==> config.mk <==
export PLATFORM = sky130hd
export DESIGN_NAME = seeprom_bridge
export DESIGN_NICKNAME = d
export VERILOG_FILES = /design/src/rtl/seeprom_pkg.sv /design/src/rtl/seeprom_shifter.sv /design/src/rtl/seeprom_regs.sv /design/src/rtl/seeprom_bridge.sv
export SDC_FILE = /design/constraint.sdc
export NUM_CORES = 1
export LEC_CHECK = 0
export ABC_AREA = 1
export BUFFER_PORTS_ARGS = -buffer_cell sky130_fd_sc_hd__buf_4
export CAP_MARGIN = 0
export CORE_AREA = 2 2 95 97
export DETAILED_ROUTE_END_ITERATION = 16
export DIE_AREA = 0 0 97 99
export MAX_ROUTING_LAYER = met4
export PLACE_DENSITY_LB_ADDON = 0.3
export SLEW_MARGIN = 0
export SYNTH_ARGS = -nofsm -noshare
export SYNTH_HDL_FRONTEND = slang
export SYNTH_HIERARCHICAL = 1
export SYNTH_SLANG_ARGS = --single-unit
==> constraint.sdc <==
create_clock -name clk_i -period 2.5 [get_ports clk_i]
set_clock_uncertainty 0.2 [all_clocks]
set_input_delay 0.5 -clock clk_i [delete_from_list [all_inputs] [get_ports clk_i]]
set_output_delay 0.5 -clock clk_i [all_outputs]
set_load 0.03 [all_outputs]
==> src/rtl/seeprom_pkg.sv <==
package seeprom_pkg;
  localparam int WORD_W = 16;
  localparam int CMD_W  = 3;
  localparam logic [CMD_W-1:0] CMD_READ  = 3'b110;
  localparam logic [CMD_W-1:0] CMD_WRITE = 3'b101;

  localparam logic [2:0] REG_PTR   = 3'd0;
  localparam logic [2:0] REG_WDATA = 3'd1;
  localparam logic [2:0] REG_WSTAT = 3'd2;
  localparam logic [2:0] REG_RDATA = 3'd3;
  localparam logic [2:0] REG_RSTAT = 3'd4;

  typedef enum logic [1:0] {
    ENG_IDLE,
    ENG_SHIFT,
    ENG_WBUSY,
    ENG_WRDY
  } eng_state_e;
endpackage

==> src/rtl/seeprom_shifter.sv <==
module seeprom_shifter
  import seeprom_pkg::*;
#(
  parameter int ADDR_W  = 6,
  parameter int CLK_DIV = 2
) (
  input  logic              clk_i,
  input  logic              rst_ni,
  input  logic              start_i,
  input  logic              is_wr_i,
  input  logic [ADDR_W-1:0] addr_i,
  input  logic [WORD_W-1:0] wdata_i,
  output logic              busy_o,
  output logic              done_o,
  output logic [WORD_W-1:0] rdata_o,
  output logic              cs_o,
  output logic              sck_o,
  output logic              mosi_o,
  input  logic              miso_i,
  input  logic              rdy_i
);
  localparam int NB    = CMD_W + ADDR_W + WORD_W;
  localparam int IDX_W = $clog2(NB);
  localparam int DIV_W = (CLK_DIV > 1) ? $clog2(CLK_DIV) : 1;

  eng_state_e        state_q;
  logic [NB-1:0]     frame_q;
  logic              wr_q;
  logic [IDX_W-1:0]  idx_q;
  logic [DIV_W-1:0]  div_q;
  logic              phase_q;
  logic [WORD_W-1:0] shin_q;
  logic              done_q;
  logic [WORD_W-1:0] data_sel;
  logic [CMD_W-1:0]  cmd_sel;
  logic              div_last;
  logic              idx_last;

  always_comb begin
    data_sel = is_wr_i ? wdata_i : '0;
    cmd_sel  = is_wr_i ? CMD_WRITE : CMD_READ;
  end

  assign div_last = (div_q == DIV_W'(CLK_DIV - 1));
  assign idx_last = (idx_q == IDX_W'(NB - 1));

  always_ff @(posedge clk_i or negedge rst_ni) begin
    if (!rst_ni) begin
      state_q <= ENG_IDLE;
      frame_q <= '0;
      wr_q    <= 1'b0;
      idx_q   <= '0;
      div_q   <= '0;
      phase_q <= 1'b0;
      shin_q  <= '0;
      done_q  <= 1'b0;
    end else begin
      done_q <= 1'b0;
      unique case (state_q)
        ENG_IDLE: begin
          if (start_i) begin
            frame_q <= {cmd_sel, addr_i, data_sel};
            wr_q    <= is_wr_i;
            idx_q   <= '0;
            div_q   <= '0;
            phase_q <= 1'b0;
            state_q <= ENG_SHIFT;
          end
        end
        ENG_SHIFT: begin
          if (div_last) begin
            div_q <= '0;
            if (!phase_q) begin
              phase_q <= 1'b1;
              shin_q  <= {shin_q[WORD_W-2:0], miso_i};
            end else begin
              phase_q <= 1'b0;
              frame_q <= frame_q << 1;
              if (idx_last) begin
                if (wr_q) begin
                  state_q <= ENG_WBUSY;
                end else begin
                  done_q  <= 1'b1;
                  state_q <= ENG_IDLE;
                end
              end else begin
                idx_q <= idx_q + IDX_W'(1);
              end
            end
          end else begin
            div_q <= div_q + DIV_W'(1);
          end
        end
        ENG_WBUSY: if (!rdy_i) state_q <= ENG_WRDY;
        ENG_WRDY: begin
          if (rdy_i) begin
            done_q  <= 1'b1;
            state_q <= ENG_IDLE;
          end
        end
        default: state_q <= ENG_IDLE;
      endcase
    end
  end

  assign busy_o  = (state_q != ENG_IDLE);
  assign done_o  = done_q;
  assign rdata_o = shin_q;
  assign cs_o    = (state_q == ENG_SHIFT);
  assign sck_o   = (state_q == ENG_SHIFT) && phase_q;
  assign mosi_o  = (state_q == ENG_SHIFT) && frame_q[NB-1];
endmodule

==> src/rtl/seeprom_regs.sv <==
module seeprom_regs
  import seeprom_pkg::*;
#(
  parameter int ADDR_W = 6
) (
  input  logic              clk_i,
  input  logic              rst_ni,
  input  logic [2:0]        addr_i,
  input  logic              wr_i,
  input  logic              rd_i,
  input  logic [7:0]        wdata_i,
  output logic [7:0]        rdata_o,
  output logic              start_o,
  output logic              is_wr_o,
  output logic [ADDR_W-1:0] eaddr_o,
  output logic [WORD_W-1:0] ewdata_o,
  input  logic              eng_busy_i,
  input  logic              eng_done_i,
  input  logic [WORD_W-1:0] eng_rdata_i,
  output logic [1:0]        wst_o,
  output logic              rvalid_o,
  output logic              hi_sel_o,
  output logic [7:0]        ptr_o
);
  logic [7:0]        ptr_q, lo_q, hi_q;
  logic [1:0]        wst_q;
  logic              mode_q;
  logic [WORD_W-1:0] rword_q;
  logic              rvalid_q, hi_sel_q;
  logic              fetch_pend_q, wr_pend_q, act_wr_q;
  logic              hw_ptr, hw_wd, hw_ws, hr_rd, hi_read, ptr_upd;

  assign hw_ptr  = wr_i && (addr_i == REG_PTR);
  assign hw_wd   = wr_i && (addr_i == REG_WDATA);
  assign hw_ws   = wr_i && (addr_i == REG_WSTAT);
  assign hr_rd   = rd_i && (addr_i == REG_RDATA);
  assign hi_read = hr_rd && rvalid_q && hi_sel_q;
  assign ptr_upd = hw_ptr || hi_read;

  // write has priority over a pending fetch
  assign start_o  = !eng_busy_i && (wr_pend_q || fetch_pend_q);
  assign is_wr_o  = wr_pend_q;
  assign eaddr_o  = ptr_q[ADDR_W-1:0];
  assign ewdata_o = {hi_q, lo_q};

  always_ff @(posedge clk_i or negedge rst_ni) begin
    if (!rst_ni) begin
      ptr_q        <= '0;
      lo_q         <= '0;
      hi_q         <= '0;
      wst_q        <= 2'b11;
      mode_q       <= 1'b0;
      rword_q      <= '0;
      rvalid_q     <= 1'b0;
      hi_sel_q     <= 1'b0;
      fetch_pend_q <= 1'b0;
      wr_pend_q    <= 1'b0;
      act_wr_q     <= 1'b0;
    end else begin
      if (start_o) begin
        act_wr_q <= is_wr_o;
        if (is_wr_o) wr_pend_q <= 1'b0;
        else         fetch_pend_q <= 1'b0;
      end
      if (eng_done_i) begin
        if (act_wr_q) begin
          wst_q <= 2'b11;
        end else if (!fetch_pend_q && !ptr_upd) begin
          rword_q  <= eng_rdata_i;
          rvalid_q <= 1'b1;
          hi_sel_q <= 1'b0;
        end
      end
      if (hw_wd) begin
        if (wst_q == 2'b11) begin
          lo_q  <= wdata_i;
          wst_q <= 2'b10;
        end else if (wst_q == 2'b10) begin
          hi_q      <= wdata_i;
          wst_q     <= 2'b00;
          wr_pend_q <= 1'b1;
        end
      end
      if (hw_ws) mode_q <= wdata_i[7];
      if (hr_rd && rvalid_q && !hi_sel_q) hi_sel_q <= 1'b1;
      if (hw_ptr)  ptr_q <= wdata_i;
      if (hi_read) ptr_q <= ptr_q + 8'd1;
      if (ptr_upd) begin
        rvalid_q <= 1'b0;
        hi_sel_q <= 1'b0;
        if (!mode_q) fetch_pend_q <= 1'b1;
      end
    end
  end

  always_comb begin
    unique case (addr_i)
      REG_PTR:   rdata_o = ptr_q;
      REG_WSTAT: rdata_o = {mode_q, 5'b0, wst_q};
      REG_RDATA: rdata_o = hi_sel_q ? rword_q[15:8] : rword_q[7:0];
      REG_RSTAT: rdata_o = {7'b0, rvalid_q};
      default:   rdata_o = 8'h00;
    endcase
  end

  assign wst_o    = wst_q;
  assign rvalid_o = rvalid_q;
  assign hi_sel_o = hi_sel_q;
  assign ptr_o    = ptr_q;
endmodule

==> src/rtl/seeprom_bridge.sv <==
module seeprom_bridge
  import seeprom_pkg::*;
#(
  parameter int ADDR_W  = 6,
  parameter int CLK_DIV = 2
) (
  input  logic       clk_i,
  input  logic       rst_ni,
  input  logic [2:0] addr_i,
  input  logic       wr_i,
  input  logic       rd_i,
  input  logic [7:0] wdata_i,
  output logic [7:0] rdata_o,
  output logic       cs_o,
  output logic       sck_o,
  output logic       mosi_o,
  input  logic       miso_i,
  input  logic       rdy_i
);
  logic              start, is_wr, eng_busy, eng_done;
  logic [ADDR_W-1:0] eaddr;
  logic [WORD_W-1:0] ewdata, erdata;
  logic [1:0]        wst;
  logic              rvalid, hi_sel;
  logic [7:0]        ptr;

  seeprom_regs #(.ADDR_W(ADDR_W)) u_regs (
    .clk_i, .rst_ni, .addr_i, .wr_i, .rd_i, .wdata_i, .rdata_o,
    .start_o(start), .is_wr_o(is_wr), .eaddr_o(eaddr), .ewdata_o(ewdata),
    .eng_busy_i(eng_busy), .eng_done_i(eng_done), .eng_rdata_i(erdata),
    .wst_o(wst), .rvalid_o(rvalid), .hi_sel_o(hi_sel), .ptr_o(ptr)
  );

  seeprom_shifter #(.ADDR_W(ADDR_W), .CLK_DIV(CLK_DIV)) u_shift (
    .clk_i, .rst_ni,
    .start_i(start), .is_wr_i(is_wr), .addr_i(eaddr), .wdata_i(ewdata),
    .busy_o(eng_busy), .done_o(eng_done), .rdata_o(erdata),
    .cs_o, .sck_o, .mosi_o, .miso_i, .rdy_i
  );
endmodule

# Word-level counts from Yosys, hierarchy flattened

Index checks and enable logic that the tools add are counted.

Input bits: 17
Output and inout bits: 11
Word-level logic and storage cells: 139
Bits in registers: 100

Add/subtract/negate cells: 3
Bitwise gates (word level): 3
Mux-type cells: 57
Equal/unequal tests: 19
Reduce and logical (&&, ||, !) cells: 38

Operators by type and width:

| kind                                                                  | count |
|---|---|
| 25-bit 2-to-1 mux                                                     | 3 |
| 25-bit case mux with 2 select lines                                   | 1 |
| 8-bit case mux with 4 select lines                                    | 1 |
| 1-bit 2-to-1 mux                                                      | 26 |
| 2-bit 2-to-1 mux                                                      | 13 |
| 8-bit 2-to-1 mux                                                      | 3 |
| 5-bit 2-to-1 mux                                                      | 4 |
| 3-bit AND reduction                                                   | 6 |
| 16-bit 2-to-1 mux                                                     | 1 |
| 1-bit logical AND                                                     | 11 |
| 2-bit != test, second input constant                                  | 5 |
| 5-bit case mux with 2 select lines                                    | 1 |
| 2-bit nonzero test                                                    | 5 |
| 8-bit by 1-bit adder with 8-bit output, second input constant         | 1 |
| 2-bit equality test, second input constant                            | 4 |
| 2-bit case mux with 4 select lines                                    | 1 |
| 3-bit by 2-bit equality test with 1-bit output, second input constant | 2 |
| 2-bit by 1-bit != test with 1-bit output, second input constant       | 3 |
| 1-bit case mux with 2 select lines                                    | 3 |
| 2-bit AND reduction                                                   | 3 |
| 6-bit AND reduction                                                   | 1 |
| 3-bit nonzero test                                                    | 2 |
| 5-bit by 1-bit adder with 5-bit output, second input constant         | 1 |
| 5-bit equality test, second input constant                            | 1 |
| other kinds (12)                                                      | 18 |

# Logic depth before layout (Yosys ltp)

Gate-level depths: netlist of run 1.

Word-level depth: 12
Mapped depth: 10
Depth with buffers taken out: 9

# Hierarchy

The synthesis of run 1 kept the hierarchy.

By module, submodules not included:

| module          | cells an instance | sequential area each (um^2) | instances | area each (um^2) |
|---|---|---|---|---|
| seeprom_shifter | 326               | 1301.2                      | 1         | 2532.4 |
| seeprom_regs    | 300               | 1203.7                      | 1         | 2442.3 |

# Worst setup path after synthesis of run 1

No wires, ideal clock.

Path kind: input-to-output
From: input addr_i[1]
To: output rdata_o[3]
Data required time: 1.800 ns
Stages: 3
Data arrival time: 1.552 ns
Slack: 0.248 ns
Cell sequence: nor2_2 -> nand2_1 -> o21ai_0

Word-level cells in the longest chain between the ends: 2
Elaborated cells between the ends (all ways): 5
Those cells by class: eq/ne (3); mux (1); reduce/logical (1)

RTL lines:

| item                                        | line                 | source |
|---|---|---|
| start, declared                             | seeprom_bridge.sv:9  | `input logic [2:0] addr_i,` |
| 3-bit equality test (tied with other cells) | seeprom_regs.sv:97   | `unique case (addr_i)` |
| 8-bit case mux with 4 select lines *        | seeprom_regs.sv:97   |  |
| end, declared                               | seeprom_bridge.sv:13 | `output logic [7:0] rdata_o,` |

Every way passes the cells marked *; elsewhere a longest branch is shown, timed or not.

# Worst setup path after layout of run 1

From: register u_shift.state_q[0]
To: output sck_o

Word-level cells in the longest chain between the ends: 2

RTL lines:

| item                                           | line                   | source |
|---|---|---|
| start, declared                                | seeprom_shifter.sv:26  | `eng_state_e state_q;` |
| start signal, assigned                         | seeprom_shifter.sv:49  | `state_q <= ENG_IDLE;` |
| start signal, assigned                         | seeprom_shifter.sv:67  | `state_q <= ENG_SHIFT;` |
| start signal, assigned                         | seeprom_shifter.sv:81  | `state_q <= ENG_WBUSY;` |
| 2-bit by 1-bit equality test with 1-bit output | seeprom_shifter.sv:110 | `assign sck_o = (state_q == ENG_SHIFT) && phase_q;` |
| 1-bit logical AND                              | seeprom_shifter.sv:110 |  |
| end, declared                                  | seeprom_bridge.sv:15   | `output logic sck_o,` |

Every way passes these cells.

==> results of run 1 <==
==> power by group through the flow <==
stage / clock (W) / combinational, W / sequential, W
5_1_grt: 0.00116 / 0.00204 / 0.00258
3_3_place_gp: 0 / 0.00171 / 0.00252
2_1_floorplan: 0 / 0.00143 / 0.00242
4_1_cts: 0.00110 / 0.00179 / 0.00251
6_report: 0.00107 / 0.00178 / 0.00251
3_5_place_dp: 0 / 0.00178 / 0.00254
==> layout by cell type, fill, tap and decap left out, types with 4 or more instances in the layout <==
master    instances
clkbuf_8          9
o21ai_1          16
dfrtp_1          97
buf_4            33
o21ai_0          56
inv_1            58
nor2_1           18
a21oi_1           6
nand2_1         260
o21ai_2           6
inv_6             4
nand2_2           8
nor2_4            4
nand3_1          33
==> metal layers <==
layer,part of all wire (%),global-route usage [%],up-vias
li1,-,-,2001
met1,45,28.93,1838
met2,49,39.26,69
met3,3.8,5.177,17
met4,1.8,7.801,0
met5,0,-,-
==> registers in the layout (all words and copies together) (netlist names), named ones only <==
signal and flops:
u_regs/act_wr_q 1, u_regs/fetch_pend_q 1, u_regs/hi_q 8, u_regs/hi_sel_o 1
u_regs/is_wr_o 1, u_regs/lo_q 8, u_regs/mode_q 1, u_regs/ptr_o 8
u_regs/rvalid_o 1, u_regs/rword_q 16, u_regs/wst_o 2, u_shift/div_last 1
u_shift/done_o 1, u_shift/frame_q 25, u_shift/idx_q 5, u_shift/phase_q 1
u_shift/rdata_o 16, u_shift/state_q 1, u_shift/wr_q 1
==> per-stage QoR <==
stage	cells	instance area (µm²)	total power, W	util (%)
after floorplan	620	4930	0.003854	-
after global placement	742	5201	0.004227	60.83
after detailed placement	742	5201	0.004314	60.83
after CTS	759	5415	0.005391	63.33
after global routing	759	5416	0.005780	63.35
final	759	5416	0.005360	63.35
==> worst min-delay path, cell delays in order <==
cell and delay, ns:
buf_4 0.07, nand3_1 0.07, nand2_1 0.06
==> final timing paths <==
kind,start,end,cells after the start
setup reg to reg,flop,u_shift/frame_q[21],9
setup / recovery,u_shift/state_q[0],sck_o,5
hold reg to reg,u_shift/frame_q[9],u_shift/frame_q[9],2
min in group asynchronous,rst_ni,u_shift/frame_q[9],2
hold / removal,miso_i,u_shift/rdata_o[0],3
max in group asynchronous,rst_ni,u_regs/wst_o[0],3
==> what timing repair did <==
| action | CTS | global route |
|---|---|---|
| endpoints found under the setup margin | 0 | 3 |
| hold endpoints to repair | 9 | 0 |
| hold buffers | 1 | 0 |
| gates resized for setup | 0 | 1 |
==> area by class of cell <==
class                           instances  area share (%)
Timing Repair Buffer                   35           5.128
Tap cell                              108           2.495
Sequential cell                       100           46.27
Clock inverter                          7           1.478
Inverter                               65           4.759
Multi-Input combinational cell        435           37.58
Clock buffer                            9           2.287
==> run_results.csv, run 1 <==
group,metric,value,unit
run_status,run_status,"finished clean",
pwr,power.ir.vdd_worst,0.5928,mV
pwr,internal_power,0.003208,W
final_layout,final-seq-area,0.002506,mm²
final_layout,areaGrowthSynthToFinish,9.873,%
worst_setup_path,crit_path_start_kind,"flop",
final_layout,fraction_of_final_layout_cells_sized_beyond_drive_strength_1,13.82,%
worst_setup_path,worst_path_dominant_cell_family,"flip-flops",
clock_tree,clock_sinks,100,
synth,synth.avg_cell_area,7.951,µm²
sta,period_share,94.10,%
synth,netlist_area,0.004930,mm²
floorplanning,fp.dieArea,0.009603,mm²
detailed_routing,firstDrtPassIters,4,
worst_setup_path,cp.arrival,1.65,ns
final_layout,finish.net_count,666,
global_routing,first_global_vias,3820,
global_routing,grt.overflow.total,0,
placement,place.detailed.hpwl,7282,µm
worst_setup_path,cp_data_required_time,1.80,ns
clock_tree,ctsLongestPathBuffers,2,
sta,worst_pin_slew,0.4394,ns
clock_tree,h-tree-depth,3,
run,timing.max_cap.violations,0,
global_routing,first_pass_grt_wire_length,17620,µm
clock_tree,clk-insertion-delay-late,0.37,ns
global_routing,antenna_found_initial,0,
sta,totalNegativeSetupSlack,0,ns
floorplanning,core_area,0.008551,mm²
sta,maxSlewViolCount,0,
detailed_routing,drcViolationCount,0,
clock_tree,tritoncts,"yes",
placement,preCtsSetupSlack,0.3494,ns
detailed_routing,drt-vias-per-instance,5.171,
pwr,switching_portion_of_total_power,40.15,%
detailed_routing,count_of_antenna_violating_nets_left_after_detailed_routing,0,
synth,yosysWarningCount,6,
worst_setup_path,cp_slowest_cell,"dfrtp_1",
placement,port_buffers,27,
floorplanning,dieHeight,99,µm
floorplanning,boundaryPins,28,
pwr,power.share.sequential,46.8,%
sta,setup-violations-final,0,
final_layout,multi_input_area,0.002036,mm²
floorplanning,die_width,97,µm
sta,worst_hold_slack,0.1639,ns
worst_setup_path,rrSetupSlack,0.39,ns
global_routing,global_route.usage.total,23.61,%
synth,syn-num-nets,640,
worst_setup_path,critical_path.cell_chain,"inv_2 > nor2_4 > nand2_1 > inv_1 > buf_4",
floorplanning,initial_utilization,57.65,%
sta,maxClockFrequency,0.4251,GHz
clock_tree,postCtsSetupBuffers,0,
final_layout,antenna_cells,0,
synth,synth_cells,620,
floorplanning,num_rows,34,
global_routing,pin_count_of_the_biggest_net_entering_global_routing,40,
worst_setup_path,timing.critical_path.to_type,"output port",
worst_setup_path,worstSetupPathType,"flop to output port",
sta,post-route-min-period,2.352,ns
worst_setup_path,cp_max_fo,10,
sta,maxSlewHeadroom,70.48,%
pwr,power-per-cell-area,989.6,mW/mm²
pwr,static-leakage-power,2.790,nW
clock_tree,reg_clk_slew_reported_paths,0.10,ns
final_layout,num-fill-cells,753,
pwr,clkPwrFrac,20.0,%
pwr,pwr-share-comb,33.2,%
worst_setup_path,timing.critical_path.buf_inv,3,
worst_hold_path,hold_path.class,"input pin to flop",
worst_setup_path,crit_path_max_incr_delay,0.49,ns
clock_tree,cts-buffers-inserted,9,
detailed_routing,detailedRoute.firstIterationViolations,150,
sta,fin_ws,0.1476,ns
pwr,p_sw,0.002152,W
detailed_routing,vias,3925,
detailed_routing,postRouteWirelength,10210,µm
placement,place.gp.congestion,0.8849,
clock_tree,cts_root_buf,"clkbuf_8",
detailed_routing,route.detailed.wl_per_inst,13.45,µm
sta,finalHoldViolations,0,
sta,setup_repair_after_global_routing_missed_its_margin,"no",
Power figures use the tool's default switching activity.
==> inputs of run 2 (changes only) <==
--- a/config.mk
+++ b/config.mk
@@ -8,13 +8,12 @@
 export ABC_AREA = 1
 export BUFFER_PORTS_ARGS = -buffer_cell sky130_fd_sc_hd__buf_4
 export CAP_MARGIN = 0
-export CORE_AREA = 2 2 95 97
+export CORE_AREA = 2 2 93 95
 export DETAILED_ROUTE_END_ITERATION = 16
-export DIE_AREA = 0 0 97 99
+export DIE_AREA = 0 0 95 97
 export MAX_ROUTING_LAYER = met4
 export PLACE_DENSITY_LB_ADDON = 0.3
 export SLEW_MARGIN = 0
 export SYNTH_ARGS = -nofsm -noshare
 export SYNTH_HDL_FRONTEND = slang
-export SYNTH_HIERARCHICAL = 1
 export SYNTH_SLANG_ARGS = --single-unit
==> run 2 against run 1 <==
  * Utilization increased by 1.8 points
  * Sequential share of layout area increased by 0.54 points
  * Combinational power decreased by 12%
  * Fmax increased by 1.0%
  * Area after synthesis decreased by 2.7%
  * Non-clock buffer count unchanged
  * Sequential cell count decreased by 1
  * Cell count increased by 0.13%
  * Power decreased by 6.8%
  * Wire length increased by 2.8%
  * Worst hold slack improved by 0.012 ns
  * Sequential power decreased by 5%
  * Critical endpoint is now rdata_o[7]
  * Highest routed layer unchanged
==> run_results.csv, run 2 <==
group,metric,value,unit
run_status,run_status,"finished clean",
final_layout,num-fill-cells,694,
synth,synthDominantCellAreaShare,50.61,%
worst_setup_path,timing.critical_path.to_type,"output port",
pwr,static-leakage-power,2.878,nW
floorplanning,die_width,95,µm
pwr,power.ir.vdd_worst,0.4285,mV
final_layout,finish.net_count,670,
sta,worst_pin_slew,0.3873,ns
clock_tree,postCtsSetupBuffers,0,
synth,netlist_top_cells_area,"dfrtp_1 (51%), nand2_1 (24%), o21ai_0 (4.4%)",
sta,totalNegativeSetupSlack,0,ns
worst_setup_path,crit_path_start_kind,"flop",
detailed_routing,postRouteWirelength,10500,µm
worst_setup_path,r2r_start,"u_shift.state_q[0]",
sta,finalHoldViolations,0,
synth,post-synth-top-count-cell,"nand2_1",
floorplanning,initial_utilization,58.96,%
final_layout,post_layout_nonfiller_instances,760,
sta,setup_repair_after_global_routing_missed_its_margin,"no",
pwr,power-per-cell-area,942.7,mW/mm²
synth,number_of_register_bits_inferred_by_synthesis,99,
worst_hold_path,hold_path.class,"input pin to flop",
sta,period_share,93.17,%
final_layout,fraction_of_final_layout_cells_sized_beyond_drive_strength_1,11.45,%
floorplanning,dieHeight,97,µm
final_layout,multi_input_area,0.002016,mm²
worst_setup_path,crit_path_max_incr_delay,0.42,ns
synth,syn-num-nets,643,
final_layout,areaGrowthSynthToFinish,10.46,%
detailed_routing,drcViolationCount,0,
synth,synth.avg_cell_area,7.698,µm²
clock_tree,clock_sinks,99,
run,timing.max_cap.violations,0,
synth,synth_enable_flop_cells,0,
clock_tree,post_cts_resize_count,0,
synth,netlist_area,0.004796,mm²
final_layout,largest_reg_flops,25,
sta,worst_hold_slack,0.1757,ns
placement,port_buffers,27,
worst_setup_path,cp_max_fo,9,
worst_hold_path,min_to,"u_shift.rdata_o[0]",
detailed_routing,drt-vias-per-instance,5.311,
worst_hold_path,hold_crit_depth,3,
sta,setup-violations-final,0,
detailed_routing,count_of_antenna_violating_nets_left_after_detailed_routing,0,
final_layout,most_common_cell_after_layout_fill_and_taps_aside,"nand2_1",
detailed_routing,vias,4036,
placement,place.detailed.hpwl,7289,µm
placement,numPlacedInstances,743,
final_layout,final_design_area_no_fill,0.005298,mm²
synth,postSynth.topFlopCell,"dfrtp_1",
final_layout,top_register_by_number_of_flip_flops,"u_shift.frame_q",
final_layout,layout_common_cells,"nand2_1 (310), dfrtp_1 (97), o21ai_0 (42)",
global_routing,grt.overflow.total,0,
clock_tree,h-tree-depth,3,
sta,maxSlewViolCount,0,
synth,yosys.area.top_type,"dfrtp_1",
worst_setup_path,rrSetupSlack,0.60,ns
sta,maxClockFrequency,0.4293,GHz
clock_tree,cts_root_buf,"clkbuf_8",
floorplanning,fp.dieArea,0.009215,mm²
floorplanning,core_area,0.008134,mm²
synth,yosys.cell_types.count,34,
sta,maxSlewHeadroom,73.91,%
clock_tree,reg_clk_slew_reported_paths,0.09,ns
worst_hold_path,worst_hold_startpoint,"miso_i",
final_layout,final-seq-area,0.002480,mm²
global_routing,global_route.usage.total,25.85,%
worst_setup_path,ff2ff_path_depth,7,
detailed_routing,firstDrtPassIters,5,
floorplanning,boundaryPins,28,
clock_tree,clk-insertion-delay-late,0.36,ns
worst_setup_path,worstSetupPathType,"flop to output port",
placement,place.gp.congestion,0.9007,
worst_setup_path,critical_path.cell_chain,"clkinv_1 > o211ai_1 > o221ai_1 > buf_4",
worst_setup_path,cp_data_required_time,1.80,ns
worst_setup_path,reg2reg_to,"u_shift.rdata_o[14]",
worst_setup_path,cp_slowest_cell,"dfrtp_1",
synth,yosysWarningCount,0,
global_routing,first_global_vias,3962,
global_routing,antenna_found_initial,0,
detailed_routing,detailedRoute.firstIterationViolations,358,
synth,sequential_share_of_the_synthesized_area,51.71,%
synth,synth_cells,623,
clock_tree,tritoncts,"yes",
placement,placed_area,0.005084,mm²
floorplanning,num_rows,33,
synth,yosys-top-cells-count,"nand2_1 (310), dfrtp_1 (97), o21ai_0 (42), inv_1 (41), nand3_1 (36)",
clock_tree,cts-buffers-inserted,9,
synth,ys_async_sr_fraction,100.0,%
clock_tree,ctsLongestPathBuffers,2,
global_routing,pin_count_of_the_biggest_net_entering_global_routing,63,
sta,post-route-min-period,2.329,ns
global_routing,first_pass_grt_wire_length,18550,µm
detailed_routing,route.detailed.wl_per_inst,13.81,µm
worst_setup_path,cp.arrival,1.63,ns
final_layout,antenna_cells,0,
==> run 2: cell families (layout without fill, tap and decap cells) <==
| logic type | after synthesis | in the layout | share of synthesized area (%) |
|---|---|---|---|
| AO/OA/AOI/OAI | 61 | 61 | 6.783 |
| XOR/XNOR | 5 | 5 | 0.9133 |
| adder cells (fa/ha/maj) | 3 | 3 | 0.7828 |
| buffers and inverters | 68 | 100 | 6.261 |
| flip-flops | 99 | 99 | 51.71 |
| AND/OR/NAND/NOR | 387 | 387 | 33.55 |
==> run 2: routing by layer <==
layer  GRT usage (%)  share of wire [%]  up-vias
met1           38.03                 47     1909
li1                -                  -     1990
met4           6.020               0.83        0
met3           4.517                5.7        9
met5               -                  0        -
met2           37.86                 47      128
==> run 2: power breakdown <==
group / internal, W / leakage (nW) / switching (W)
sequential: 0.00204 / 1.32 / 0.000338
clock: 0.000494 / 0.0957 / 0.000553
combinational: 0.000481 / 1.47 / 0.00109
total: 0.00301 / 2.88 / 0.00198
==> run 2: layout make-up <==
type / count / area share [%]
flip-flops and latches: 99 / 46.81
clock buffers: 11 / 2.669
clock inverters: 5 / 1.181
repair buffers: 35 / 5.243
inverters: 49 / 3.566
well taps: 105 / 2.480
multi-input cells: 456 / 38.05
==> run 2: worst max path at each step <==
stage	startpoint	endpoint	slack [ns]
detailed placement	addr_i[0]	rdata_o[0]	0.39
global placement	addr_i[0]	rdata_o[0]	0.43
finish	u_regs.hi_sel_o	rdata_o[7]	0.17
floorplan	addr_i[0]	rdata_o[2]	0.37
CTS	u_regs.hi_sel_o	rdata_o[7]	0.14
global route	u_regs.hi_sel_o	rdata_o[7]	0.02
==> run 2: worst max-delay path: cells and delay by family, from the launching register on <==
| family | cells | cell delay [ns] |
|---|---|---|
| AO/OA/AOI/OAI | 2 | 0.42 |
| buffers and inverters | 2 | 0.45 |
| flip-flops | 1 | 0.42 |
==> run 2: metrics by stage <==
step	power, W	worst slack [ns]	util, %
2_1_floorplan	0.003503	0.3674	-
3_3_place_gp	0.003902	0.4310	62.50
3_5_place_dp	0.003963	0.3937	62.50
4_1_cts	0.005015	0.1423	65.13
5_1_grt	0.005357	0.02184	65.13
6_report	0.004994	0.1708	65.13
==> run 2: repair_timing <==
| action | CTS | global route |
|---|---|---|
| hold buffers | 1 | 0 |
| hold endpoints to repair | 18 | 0 |
| setup endpoints to repair | 0 | 0 |
==> inputs of run 3 (changes only) <==
--- a/config.mk
+++ b/config.mk
@@ -8,11 +8,12 @@
 export ABC_AREA = 1
 export BUFFER_PORTS_ARGS = -buffer_cell sky130_fd_sc_hd__buf_4
 export CAP_MARGIN = 0
-export CORE_AREA = 2 2 93 95
+export CORE_AREA = 2 2 113 115
 export DETAILED_ROUTE_END_ITERATION = 16
-export DIE_AREA = 0 0 95 97
+export DIE_AREA = 0 0 115 117
 export MAX_ROUTING_LAYER = met4
 export PLACE_DENSITY_LB_ADDON = 0.3
+export SETUP_SLACK_MARGIN = 0.4
 export SLEW_MARGIN = 0
 export SYNTH_ARGS = -nofsm -noshare
 export SYNTH_HDL_FRONTEND = slang
==> run 3 against run 2 <==
  * Count of clock-buffer cells in the layout rose by 2
  * Register-to-register slack improved by 0.02 ns
  * Critical path depth up 1
  * Wire length rose by 7.6%
  * First-iteration DRC count fell by 39%
  * Worst hold slack better by 0.022 ns
  * Clock power grew 19%
==> run_results.csv, run 3 (synthesis gave the netlist of run 2 again) <==
group,metric,value,unit
run_status,run_status,"finished clean",
pwr,static-leakage-power,2.952,nW
detailed_routing,drcViolationCount,0,
pwr,power-per-cell-area,970.5,mW/mm²
floorplanning,initial_utilization,38.95,%
sta,worst_hold_slack,0.1974,ns
sta,maxSlewHeadroom,63.20,%
detailed_routing,vias,3986,
floorplanning,num_rows,41,
sta,finalHoldViolations,0,
clock_tree,tritoncts,"yes",
clock_tree,ctsLongestPathBuffers,2,
final_layout,top_register_by_number_of_flip_flops,"u_shift.frame_q",
sta,setup_repair_after_global_routing_missed_its_margin,"yes",
global_routing,first_global_vias,3912,
placement,place.gp.congestion,0.8742,
final_layout,num-fill-cells,1275,
worst_hold_path,worst_hold_startpoint,"miso_i",
placement,numPlacedInstances,787,
clock_tree,clock_sinks,99,
sta,post-route-min-period,2.226,ns
final_layout,layout_common_cells,"nand2_1 (308), dfrtp_1 (96), inv_1 (40)",
worst_setup_path,crit_path_start_kind,"flop",
floorplanning,core_area,0.01231,mm²
placement,place.detailed.hpwl,7974,µm
clock_tree,h-tree-depth,3,
worst_setup_path,cp_data_required_time,1.80,ns
worst_setup_path,r2r_start,"u_shift.state_q[0]",
final_layout,largest_reg_flops,25,
sta,maxClockFrequency,0.4493,GHz
clock_tree,cts-buffers-inserted,9,
detailed_routing,route.detailed.wl_per_inst,13.97,µm
detailed_routing,detailedRoute.firstIterationViolations,218,
worst_setup_path,timing.critical_path.to_type,"output port",
run,timing.max_cap.violations,0,
final_layout,most_common_cell_after_layout_fill_and_taps_aside,"nand2_1",
sta,period_share,89.03,%
sta,setup-violations-final,0,
worst_setup_path,cp_max_fo,2,
pwr,report.power.total,0.005350,W
clock_tree,reg_clk_slew_reported_paths,0.07,ns
floorplanning,boundaryPins,28,
final_layout,fraction_of_final_layout_cells_sized_beyond_drive_strength_1,12.75,%
sta,worst_pin_slew,0.5520,ns
detailed_routing,firstDrtPassIters,4,
final_layout,antenna_cells,0,
floorplanning,dieHeight,117,µm
final_layout,multi_input_area,0.002047,mm²
final_layout,finish.net_count,677,
sta,totalNegativeSetupSlack,0,ns
worst_setup_path,worstSetupPathType,"flop to output port",
detailed_routing,postRouteWirelength,11300,µm
global_routing,grt.overflow.total,0,
floorplanning,die_width,115,µm
worst_setup_path,critical_path.startpoint,"u_regs.hi_sel_o",
global_routing,first_pass_grt_wire_length,19230,µm
detailed_routing,drt-vias-per-instance,4.927,
worst_setup_path,cp.arrival,1.53,ns
global_routing,pin_count_of_the_biggest_net_entering_global_routing,46,
floorplanning,fp.dieArea,0.01346,mm²
sta,maxSlewViolCount,0,
placement,port_buffers,27,
final_layout,post_layout_nonfiller_instances,809,
final_layout,postLayoutCoreUtil,44.78,%
detailed_routing,count_of_antenna_violating_nets_left_after_detailed_routing,0,
global_routing,antenna_found_initial,0,
clock_tree,clk-insertion-delay-late,0.34,ns
pwr,power.ir.vdd_worst,0.3817,mV
worst_hold_path,hold_path.class,"input pin to flop",
clock_tree,cts_root_buf,"clkbuf_16",
global_routing,global_route.usage.total,19.01,%
final_layout,areaGrowthSynthToFinish,14.95,%
final_layout,final-seq-area,0.002481,mm²
==> run 3: where the power goes <==
part	switching [W]	internal [W]
registers	0.000316	0.00204
clock network	0.000567	0.000687
logic	0.00116	0.000573
==> run 3: final cells by class <==
cell class	count	area share, %
Sequential cell	99	45.01
Multi-Input combinational cell	456	37.13
Timing Repair Buffer	41	6.264
Clock buffer	13	4.539
Inverter	49	3.563
Tap cell	150	3.404
Timing Repair inverter	1	0.09079
==> run 3: path summary, 6_finish.rpt <==
path,to,slack [ns],cells after the start
min in group asynchronous,u_shift.state_q[0],0.49,2
worst min register to register,u_shift.frame_q[20],0.27,2
worst max register to register,u_shift.idx_q[4],0.62,8
worst min-delay path,u_shift.rdata_o[0],0.20,3
max in group asynchronous,u_regs.wst_o[1],0.89,3
worst max-delay path,rdata_o[7],0.27,5
==> run 3: layer usage <==
metal	vias to the layer above	part of all wire, %	track usage, %
met1	1908	48	25.12
met5	-	0	-
li1	2008	-	-
met4	0	1.0	6.747
met3	9	3.1	3.553
met2	61	48	29.57
==> run 3: critical path, cell delays in order, from the launching register on <==
cell and delay (ns):
dfrtp_1 0.40, buf_6 0.13, or2_4 0.21, o211ai_1 0.09
o221ai_1 0.16, buf_4 0.20
==> run 3: timing repair <==
action | CTS | global route
gates cloned | 0 | 1
resized for setup | 6 | 19
endpoints found under the hold margin | 39 | 0
hold buffers | 1 | 0
pin swaps | 1 | 3
setup endpoints to repair | 9 | 26
buffers inserted | 3 | 4
==> run 3: per-stage QoR <==
stage	area (µm²)	worst slack, ns
after floorplan	4796	0.3674
after global placement	5132	0.3312
after detailed placement	5132	0.3451
after CTS	5434	0.2739
after global routing	5513	0.2508
final	5513	0.2744
